===== src/rtl/vpx_pkg.sv =====
package vpx_pkg;

    localparam int BYTE_W     = 8;
    localparam int IDX_W      = 5;
    localparam int DISP_BYTES = 4;
    localparam int DRAW_W     = DISP_BYTES * BYTE_W;
    localparam int DCNT_W     = $clog2(DISP_BYTES + 1);

    typedef enum logic [3:0] {
        ST_ESC   = 4'd0,
        ST_P1    = 4'd1,
        ST_P2    = 4'd2,
        ST_P3    = 4'd3,
        ST_OPC   = 4'd4,
        ST_MODRM = 4'd5,
        ST_SIB   = 4'd6,
        ST_DISP  = 4'd7,
        ST_DONE  = 4'd8
    } vpx_state_e;

    typedef struct packed {
        logic [BYTE_W-1:0] p1;
        logic [BYTE_W-1:0] p2;
        logic [BYTE_W-1:0] p3;
        logic [BYTE_W-1:0] opc;
        logic [BYTE_W-1:0] modrm;
        logic [BYTE_W-1:0] sib;
        logic [DRAW_W-1:0] draw;
        logic [DCNT_W-1:0] dlen;
    } vpx_raw_t;

    typedef struct packed {
        vpx_state_e        st;
        vpx_raw_t          work;
        vpx_raw_t          rec;
        logic [DCNT_W-1:0] dleft;
        logic              done;
        logic              esc_err;
    } vpx_regs_t;

    function automatic logic sib_follows(input logic [BYTE_W-1:0] modrm);
        return (modrm[7:6] != 2'b11) && (modrm[2:0] == 3'b100);
    endfunction

    function automatic logic [DCNT_W-1:0] disp_count(input logic [BYTE_W-1:0] modrm);
        logic [DCNT_W-1:0] n;
        case (modrm[7:6])
            2'b01:   n = DCNT_W'(1);
            2'b10:   n = DCNT_W'(DISP_BYTES);
            2'b00:   n = (modrm[2:0] == 3'b101) ? DCNT_W'(DISP_BYTES) : '0;
            default: n = '0;
        endcase
        return n;
    endfunction

endpackage


===== src/rtl/vpx_field_decode.sv =====
module vpx_field_decode
    import vpx_pkg::*;
(
    input  vpx_raw_t          raw,
    output logic [IDX_W-1:0]  dst_idx,
    output logic [IDX_W-1:0]  src2_idx,
    output logic [IDX_W-1:0]  rm_idx,
    output logic [IDX_W-1:0]  base_idx,
    output logic [IDX_W-1:0]  gidx_idx,
    output logic [IDX_W-1:0]  vidx_idx,
    output logic [2:0]        mask_sel,
    output logic              zeroing,
    output logic [1:0]        vlen,
    output logic              bcast,
    output logic              wbit,
    output logic              has_sib,
    output logic [15:0]       map_esc,
    output logic [7:0]        pfx_byte,
    output logic              fmt_bad
);

    logic hi_r, hi_x, hi_b, top_r, top_v;
    logic [3:0] vvvv;

    always_comb begin
        hi_r  = raw.p1[7];
        hi_x  = raw.p1[6];
        hi_b  = raw.p1[5];
        top_r = raw.p1[4];
        top_v = raw.p3[3];
        vvvv  = raw.p2[6:3];

        dst_idx  = {top_r, hi_r, raw.modrm[5:3]};
        src2_idx = {top_v, vvvv};
        rm_idx   = {hi_x, hi_b, raw.modrm[2:0]};
        base_idx = {1'b0, hi_b, raw.modrm[2:0]};
        gidx_idx = {1'b0, hi_x, raw.sib[5:3]};
        vidx_idx = {top_v, hi_x, raw.sib[5:3]};

        mask_sel = raw.p3[2:0];
        zeroing  = raw.p3[7];
        vlen     = raw.p3[6:5];
        bcast    = raw.p3[4];
        wbit     = raw.p2[7];
        has_sib  = sib_follows(raw.modrm);

        case (raw.p1[1:0])
            2'b01:   map_esc = 16'h000F;
            2'b10:   map_esc = 16'h0F38;
            2'b11:   map_esc = 16'h0F3A;
            default: map_esc = 16'h0000;
        endcase

        case (raw.p2[1:0])
            2'b01:   pfx_byte = 8'h66;
            2'b10:   pfx_byte = 8'hF3;
            2'b11:   pfx_byte = 8'hF2;
            default: pfx_byte = 8'h00;
        endcase

        fmt_bad = (raw.p1[3:2] != 2'b00)
                | ~raw.p2[2]
                | (raw.p1[1:0] == 2'b00)
                | (raw.p3[6:5] == 2'b11);
    end

endmodule


===== src/rtl/vpx_disp_scale.sv =====
module vpx_disp_scale
    import vpx_pkg::*;
#(
    parameter int DISP_W = 32
) (
    input  logic [DRAW_W-1:0] draw,
    input  logic [DCNT_W-1:0] dlen,
    input  logic [1:0]        vlen,
    input  logic              bcast,
    input  logic              wbit,
    output logic [DISP_W-1:0] disp
);

    localparam int SH_W = 3;

    logic [SH_W-1:0]          sh;
    logic signed [DISP_W-1:0] short_ext;
    logic signed [DISP_W-1:0] long_ext;

    always_comb begin
        if (bcast) begin
            sh = wbit ? SH_W'(3) : SH_W'(2);
        end else begin
            case (vlen)
                2'b00:   sh = SH_W'(4);
                2'b01:   sh = SH_W'(5);
                2'b10:   sh = SH_W'(6);
                default: sh = '0;
            endcase
        end

        short_ext = DISP_W'($signed(draw[BYTE_W-1:0]));
        long_ext  = DISP_W'($signed(draw));

        if (dlen == DCNT_W'(DISP_BYTES)) begin
            disp = long_ext;
        end else if (dlen == DCNT_W'(1)) begin
            disp = short_ext <<< sh;
        end else begin
            disp = '0;
        end
    end

endmodule


===== src/rtl/vpx_parser.sv =====
module vpx_parser
    import vpx_pkg::*;
#(
    parameter logic [7:0] ESC_CODE = 8'h62,
    parameter int         DISP_W   = 32
) (
    input  logic              clk,
    input  logic              rst,
    input  logic              in_valid,
    input  logic [7:0]        in_data,
    output logic              in_ready,
    output logic              done,
    output logic              esc_err,
    output logic              fmt_bad,
    output logic [7:0]        opcode,
    output logic [4:0]        dst_idx,
    output logic [4:0]        src2_idx,
    output logic [4:0]        rm_idx,
    output logic [4:0]        base_idx,
    output logic [4:0]        gidx_idx,
    output logic [4:0]        vidx_idx,
    output logic [2:0]        mask_sel,
    output logic              zeroing,
    output logic [1:0]        vlen,
    output logic              bcast,
    output logic              wbit,
    output logic              has_sib,
    output logic [15:0]       map_esc,
    output logic [7:0]        pfx_byte,
    output logic [DISP_W-1:0] disp
);

    localparam vpx_regs_t REGS_RST = '0;

    vpx_regs_t         r_q, r_d;
    logic              take;
    logic              fin;
    logic              wait_esc;
    logic [DCNT_W-1:0] n_disp;

    assign in_ready = (r_q.st != ST_DONE);
    assign wait_esc = (r_q.st == ST_ESC);
    assign take     = in_valid & in_ready;

    always_comb begin
        r_d         = r_q;
        r_d.done    = 1'b0;
        r_d.esc_err = 1'b0;
        fin         = 1'b0;
        n_disp      = disp_count(in_data);

        case (r_q.st)
            ST_ESC: begin
                if (take) begin
                    if (in_data == ESC_CODE) begin
                        r_d.work = '0;
                        r_d.st   = ST_P1;
                    end else begin
                        r_d.esc_err = 1'b1;
                    end
                end
            end
            ST_P1: begin
                if (take) begin
                    r_d.work.p1 = in_data;
                    r_d.st      = ST_P2;
                end
            end
            ST_P2: begin
                if (take) begin
                    r_d.work.p2 = in_data;
                    r_d.st      = ST_P3;
                end
            end
            ST_P3: begin
                if (take) begin
                    r_d.work.p3 = in_data;
                    r_d.st      = ST_OPC;
                end
            end
            ST_OPC: begin
                if (take) begin
                    r_d.work.opc = in_data;
                    r_d.st       = ST_MODRM;
                end
            end
            ST_MODRM: begin
                if (take) begin
                    r_d.work.modrm = in_data;
                    r_d.work.dlen  = n_disp;
                    r_d.work.draw  = '0;
                    r_d.dleft      = n_disp;
                    if (sib_follows(in_data)) begin
                        r_d.st = ST_SIB;
                    end else if (n_disp != '0) begin
                        r_d.st = ST_DISP;
                    end else begin
                        fin = 1'b1;
                    end
                end
            end
            ST_SIB: begin
                if (take) begin
                    r_d.work.sib = in_data;
                    if (r_q.work.dlen != '0) begin
                        r_d.st = ST_DISP;
                    end else begin
                        fin = 1'b1;
                    end
                end
            end
            ST_DISP: begin
                if (take) begin
                    if (r_q.work.dlen == DCNT_W'(1)) begin
                        r_d.work.draw[BYTE_W-1:0] = in_data;
                    end else begin
                        r_d.work.draw = {in_data, r_q.work.draw[DRAW_W-1:BYTE_W]};
                    end
                    r_d.dleft = r_q.dleft - DCNT_W'(1);
                    if (r_q.dleft == DCNT_W'(1)) begin
                        fin = 1'b1;
                    end
                end
            end
            ST_DONE: begin
                r_d.st = ST_ESC;
            end
            default: begin
                r_d.st = ST_ESC;
            end
        endcase

        if (fin) begin
            r_d.rec  = r_d.work;
            r_d.done = 1'b1;
            r_d.st   = ST_DONE;
        end
    end

    always_ff @(posedge clk) begin
        if (rst) begin
            r_q <= REGS_RST;
        end else begin
            r_q <= r_d;
        end
    end

    assign done    = r_q.done;
    assign esc_err = r_q.esc_err;
    assign opcode  = r_q.rec.opc;

    vpx_field_decode u_fields (
        .raw      (r_q.rec),
        .dst_idx  (dst_idx),
        .src2_idx (src2_idx),
        .rm_idx   (rm_idx),
        .base_idx (base_idx),
        .gidx_idx (gidx_idx),
        .vidx_idx (vidx_idx),
        .mask_sel (mask_sel),
        .zeroing  (zeroing),
        .vlen     (vlen),
        .bcast    (bcast),
        .wbit     (wbit),
        .has_sib  (has_sib),
        .map_esc  (map_esc),
        .pfx_byte (pfx_byte),
        .fmt_bad  (fmt_bad)
    );

    vpx_disp_scale #(
        .DISP_W (DISP_W)
    ) u_scale (
        .draw  (r_q.rec.draw),
        .dlen  (r_q.rec.dlen),
        .vlen  (vlen),
        .bcast (bcast),
        .wbit  (wbit),
        .disp  (disp)
    );

endmodule


===== config.mk =====
export PLATFORM = sky130hd
export DESIGN_NAME = vpx_parser
export DESIGN_NICKNAME = d
export VERILOG_FILES = /design/src/rtl/vpx_pkg.sv /design/src/rtl/vpx_field_decode.sv /design/src/rtl/vpx_disp_scale.sv /design/src/rtl/vpx_parser.sv
export SDC_FILE = /design/constraint.sdc
export NUM_CORES = 1
export LEC_CHECK = 0
export BUFFER_PORTS_ARGS = -buffer_cell sky130_fd_sc_hd__buf_2
export CAP_MARGIN = 0
export CORE_MARGIN = 2
export CORE_UTILIZATION = 57
export CTS_CLUSTER_DIAMETER = 200
export DETAILED_ROUTE_END_ITERATION = 10
export HOLD_SLACK_MARGIN = 0.15
export PLACE_DENSITY_LB_ADDON = 0.3
export SKIP_LAST_GASP = 1
export SYNTH_ARGS = -nofsm -noshare
export SYNTH_HDL_FRONTEND = slang
export SYNTH_SLANG_ARGS = --single-unit

===== constraint.sdc =====
create_clock -name clk -period 2.69 [get_ports clk]
set_input_delay 0.1345 -clock clk [delete_from_list [all_inputs] [get_ports clk]]
set_output_delay 0.1345 -clock clk [all_outputs]
set_load 0.1 [all_outputs]

Word level (Yosys, flattened, before mapping)
Index checks and enable logic that the tools add are counted.
{"block": "totals", "register_bits": 173, "input_bits": 11, "elab_cells": 149}
{"block": "classes", "n_addsub": 1, "n_eq_ne": 51, "shift": 1, "mux": 52, "n_bitwise": 8, "n_reduce_logical": 15}
{"op": "$mux 87", "count": 2}
{"op": "$mux 32", "count": 3}
{"op": "$pmux 32 s3", "count": 1}
{"op": "$pmux 8 s2", "count": 6}
{"op": "$mux 8", "count": 6}
{"op": "$mux 4", "count": 9}
{"op": "$pmux 12 s3", "count": 1}
{"op": "$mux 35", "count": 1}
{"op": "$pmux 4 s8", "count": 1}
{"op": "$sshl 8x3->32", "count": 1}
{"op": "$ne 3x3->1 const B", "count": 9}
{"op": "$mux 24", "count": 1}
{"op": "$ne 2x2->1 const B", "count": 12}
{"op": "$pmux 8 s3", "count": 1}
{"op": "$reduce_and 11->1", "count": 2}
{"op": "$pmux 3 s3", "count": 2}
{"op": "$eq 4x3->1 const B", "count": 4}
{"op": "$eq 2x2->1 const B", "count": 7}
{"op": "$eq 3x3->1 const B", "count": 4}
{"op": "$mux 12", "count": 1}
{"op": "$mux 3", "count": 4}
{"op": "$pmux 3 s2", "count": 2}
{"op": "$mux 1", "count": 10}
{"op": "$eq 3x1->1 const B", "count": 3}
{"op": "other kinds (20)", "count": 35}

Longest topological paths before layout
{"block": "depth", "ltp_word": 10, "mapped_depth": 9, "mapped_depth_nobuf": 7}

Cells and area by module
From an unflattened synthesis, not the netlist that was laid out.
{"block": "unflattened", "cells_unflattened": 906, "area_unflattened_um2": 7985.2}
{"mod": "vpx_parser", "instances": 1, "cells_per_inst": 717, "area_per_inst_um2": 6690.2, "seq_area_each_um2": 3503.4}
{"mod": "vpx_disp_scale", "instances": 1, "cells_per_inst": 122, "area_per_inst_um2": 810.8, "seq_area_each_um2": 0.0}
{"mod": "vpx_field_decode", "instances": 1, "cells_per_inst": 67, "area_per_inst_um2": 484.2, "seq_area_each_um2": 0.0}

Worst setup path after synthesis
Ideal clock, no wire load.
{"block": "synth_path", "path_type": "reg2out", "start": "register r_q[68] (netlist bit)", "end": "output disp[11]", "t_arrival_ps": 4237, "t_required_ps": 2556, "path_slack_ps": -1681, "path_stages_with_launch": 8, "n_path_buf": 2, "path_cell_list": "dfxtp_1 > buf_2 > nor3b_1 > a21oi_1 > buf_2 > mux4_2 > nor2_1 > o21ai_0"}
{"block": "synth_via", "elab_chain_cells": 4}
{"element": "start: declaration", "line": "vpx_parser.sv:35", "rtl": "vpx_regs_t r_q, r_d;"}
{"element": "start signal: assignment", "line": "vpx_parser.sv:144", "rtl": "r_q <= r_d;"}
{"element": "$mux 3", "line": "vpx_disp_scale.sv:21", "rtl": "if (bcast) begin"}
{"element": "$sshl 8x3->32", "line": "vpx_disp_scale.sv:38", "rtl": "disp = short_ext <<< sh;"}
{"element": "$mux 32", "line": "vpx_disp_scale.sv:37", "rtl": "end else if (dlen == DCNT_W'(1)) begin"}
{"element": "$mux 32", "line": "vpx_disp_scale.sv:35", "rtl": "if (dlen == DCNT_W'(DISP_BYTES)) begin"}
{"element": "end: declaration", "line": "vpx_parser.sv:30", "rtl": "output logic [DISP_W-1:0] disp"}
Every way passes these cells.

Final worst setup path
{"block": "layout_path", "start": "register r_q[69] (netlist bit)", "end": "output disp[5]"}
{"block": "layout_via", "elab_chain_cells": 6, "elab_cells_between_ends": 8, "cone_classes": "eq/ne: 2; shift: 1; mux: 4; reduce/logical: 1"}
{"element": "$eq 2x2->1, or another cell as far along", "line": "vpx_disp_scale.sv:24", "rtl": "case (vlen)"}
{"element": "$pmux 3 s3 *", "line": "vpx_disp_scale.sv:24"}
{"element": "$mux 3 *", "line": "vpx_disp_scale.sv:21"}
{"element": "$sshl 8x3->32 *", "line": "vpx_disp_scale.sv:38"}
{"element": "$mux 32 *", "line": "vpx_disp_scale.sv:37"}
{"element": "$mux 32 *", "line": "vpx_disp_scale.sv:35"}
Mark *: on every way between the ends. The rest lies on a longest branch, timed or not.

==> out/qor.txt <==
Critical path required time -> 2560 ps
Rows -> 41
CTS buffer count -> 17
Primary FF master, synth -> dfxtp_1
Sum Neg Setup Slack -> 0 ps
Residual DRC -> 0
Cell Area, Synth -> 0.00743 sq mm
Period Utilization, post-route -> 0.966
H-tree Lvls -> 4
Worst Hold Class -> input port to flop
Maximum vdd drop -> 456 uV
Pwr Total -> 5.28 mW
Synth Area in XOR/XNOR -> 0
Critical Path Fanout Max -> 12
Power Density -> 626 mW/mm^2
Maximum clock path buffer count -> 2
Clk slew on worst S/H paths -> 60 ps
N_diodes -> 0
Max-cap violations -> 0
First-pass GRT wire length -> 30.3 mm
Nets -> 885
Largest family of logic cells by synthesized area -> compound AO/OA/AOI/OAI gates
Total grt overflow -> 0
Initial antenna violation count -> 0
Post-synth EDFFs -> 0
Core Area -> 0.0127 sq mm
RSZ-0062 raised after global routing -> true
I/O Buffers -> 108
Final Util -> 0.666
DR pass1 iterations -> 5
IO Count -> 118
Layout cells sized above 1 -> 0.221
Setup violators final -> 0
Final Hold Fails -> 0
Total number of vias -> 6415
Root Buffer -> clkbuf_16
Vias in the first global route -> 5905
#FFs+latches synth -> 165
Clk_skew -> 7.52 ps
Status -> complete, no violations
Avg Cell Area, Syn -> 8.81 sq um
Post-synthesis adder-cell area fraction -> 0.00337
Starting DRT DRC Count -> 729
Arrival time of the worst setup path -> 2470 ps
CTS tree -> built
Leakage -> 3.55 nW
Gp weighted congestion -> 0.860
Synth Area in Compound Gates -> 0.222
Clk sink count -> 165
Total GRT Usage -> 0.269
DR WL/cell -> 17.8 microns
Area contributors post-synth -> dfxtp_1 44%, buf_4 6.2%, nor2_1 6.0%
Final instance area -> 0.00844 sq mm
Simple-gate area share of the yosys netlist -> 0.188
Post-DP Area -> 0.00772 sq mm
Antenna-violating nets left -> 0
Worst skew pair latency -> 440 ps
Largest net degree at the start of global routing -> 76
Slew HR -> 0.401
Vias per cell -> 6.07
Die Area -> 0.0140 sq mm
Hpwl dp -> 12.2 mm
Worst-margin pin slew -> 896 ps
Total routed wirelength -> 18.8 mm
Critical Path End Type -> output port
CP Class -> flop to output port
Initial Utilization -> 0.586
Mux share of post-synthesis cell area -> 0.0344
Post-synth top area cell -> dfxtp_1
Yosys warns -> 0
Die width -> 118 microns
Die Ht -> 118 microns
Min cycle time layout -> 2600 ps
Highest Clock Rate -> 385 MHz
Yosys cell types -> 64
Fraction of registers with async set/reset -> 0
Max-slew violations -> 0
Yosys top cell area share -> 0.445
Post-synthesis sequential area ratio -> 0.445
Area Overhead vs Synth -> 13.6%
Worst setup SP type -> flop
Mapped Cells -> 843
==> what timing repair did <==
| item | in CTS | in global routing |
|---|---|---|
| endpoints found under the hold margin | 7 | 0 |
| setup buffers | 0 | 0 |
| resized for setup | 1 | 8 |
| hold buffers | 5 | 0 |
| endpoints found under the setup margin | 1 | 8 |
==> worst paths after layout <==
check / from / end / slack, ps / depth (start not counted)
worst max register to register: r_q[171] / r_q[14] / 320 / 5
worst max-delay path: r_q[69] / disp[5] / 90 / 7
worst min-delay path: in_data[4] / r_q[151] / 170 / 3
worst min register to register: r_q[83] / r_q[83] / 460 / 2
==> layout make-up <==
| type | count | area (sq um) |
|---|---|---|
| Timing Repair Buffer | 132 | 815 |
| Multi-Input combinational cell | 549 | 3420 |
| Fill cell | 1067 | 4230 |
| Clock buffer | 21 | 482 |
| Sequential cell | 165 | 3310 |
| Tap cell | 172 | 215 |
| Clock inverter | 11 | 171 |
| Inverter | 7 | 26.3 |
==> sequential cells by signal, summed over array words and instances (netlist names) <==
signal,flops
esc_err,1
r_q,155
opcode,8
done,1
==> metrics by stage <==
stage / setup slack (ps) / std cells / hold slack (ps)
after floorplan: 100 / 851 / 430
final: 90.3 / 1057 / 175
after detailed placement: 372 / 1020 / 448
after global routing: -34.5 / 1057 / 187
after CTS: 13.9 / 1057 / 156
after global placement: 427 / 1020 / 443
==> placed cells by master, fill, tap and decap left out, types with 12 or more instances in the layout <==
master,n
a211oi_1,41
a21o_1,21
a21oi_1,36
a22o_1,27
a22oi_1,49
buf_2,102
buf_4,18
clkbuf_16,18
dfxtp_1,163
mux2i_1,12
nand2_1,69
nand3_1,38
nor2_1,117
nor2b_1,12
==> cell families (layout without fill, tap and decap cells) <==
logic type | count (synthesis) | in the layout
simple gates | 297 | 297
fa+ha+maj | 2 | 2
buf+inv | 137 | 171
other cells | 1 | 9
flops | 165 | 165
mux | 19 | 19
compound gates | 222 | 222
==> synth_stat cells (2+ instances only) <==
| cell | instances |
|---|---|
| mux2_2 | 2 |
| nor2b_1 | 14 |
| buf_2 | 26 |
| a22o_1 | 27 |
| a22oi_1 | 49 |
| a21o_1 | 21 |
| nand4b_1 | 2 |
| nand4_1 | 3 |
| a32oi_1 | 4 |
| nand3_1 | 39 |
| dfxtp_1 | 165 |
| nor2_1 | 118 |
| inv_1 | 7 |
| nand2b_1 | 5 |
| nor3b_1 | 4 |
| ha_1 | 2 |
| buf_6 | 2 |
| nor4b_2 | 2 |
| a311oi_1 | 9 |
| nand2_1 | 70 |
| and2_1 | 7 |
| mux2i_1 | 12 |
| a21oi_1 | 36 |
| mux4_2 | 5 |
| nor4_1 | 4 |
| or2_2 | 3 |
| a221o_1 | 2 |
| nand3b_1 | 4 |
| a211oi_1 | 41 |
| and3_1 | 4 |
| buf_4 | 61 |
| o21ai_0 | 12 |
| nor3_1 | 5 |
| or4_4 | 2 |
| or3b_2 | 2 |
| nor2_2 | 2 |
| a31oi_1 | 3 |
| clkbuf_1 | 41 |
==> routing by layer <==
metal / routed length [microns] / share of wire / track usage
met4: 502 / 0.027 / 0.131
met2: 8580 / 0.46 / 0.406
met1: 8390 / 0.45 / 0.362
met5: 0 / 0 / 0
met3: 1330 / 0.071 / 0.0627
==> power by group <==
group | switching, mW | internal [mW]
combinational | 0.163 | 0.0308
sequential | 0.000703 | 2.44
clock | 0.986 | 1.66
==> worst max-delay path, stage by stage (launching register included) <==
cell,delay (ps)
dfxtp_1,350
nor3b_1,150
a21oi_1,150
buf_6,200
mux4_2,520
and2_1,170
a221o_1,260
buf_4,230
No activity file was read; power rests on OpenSTA's default activity.
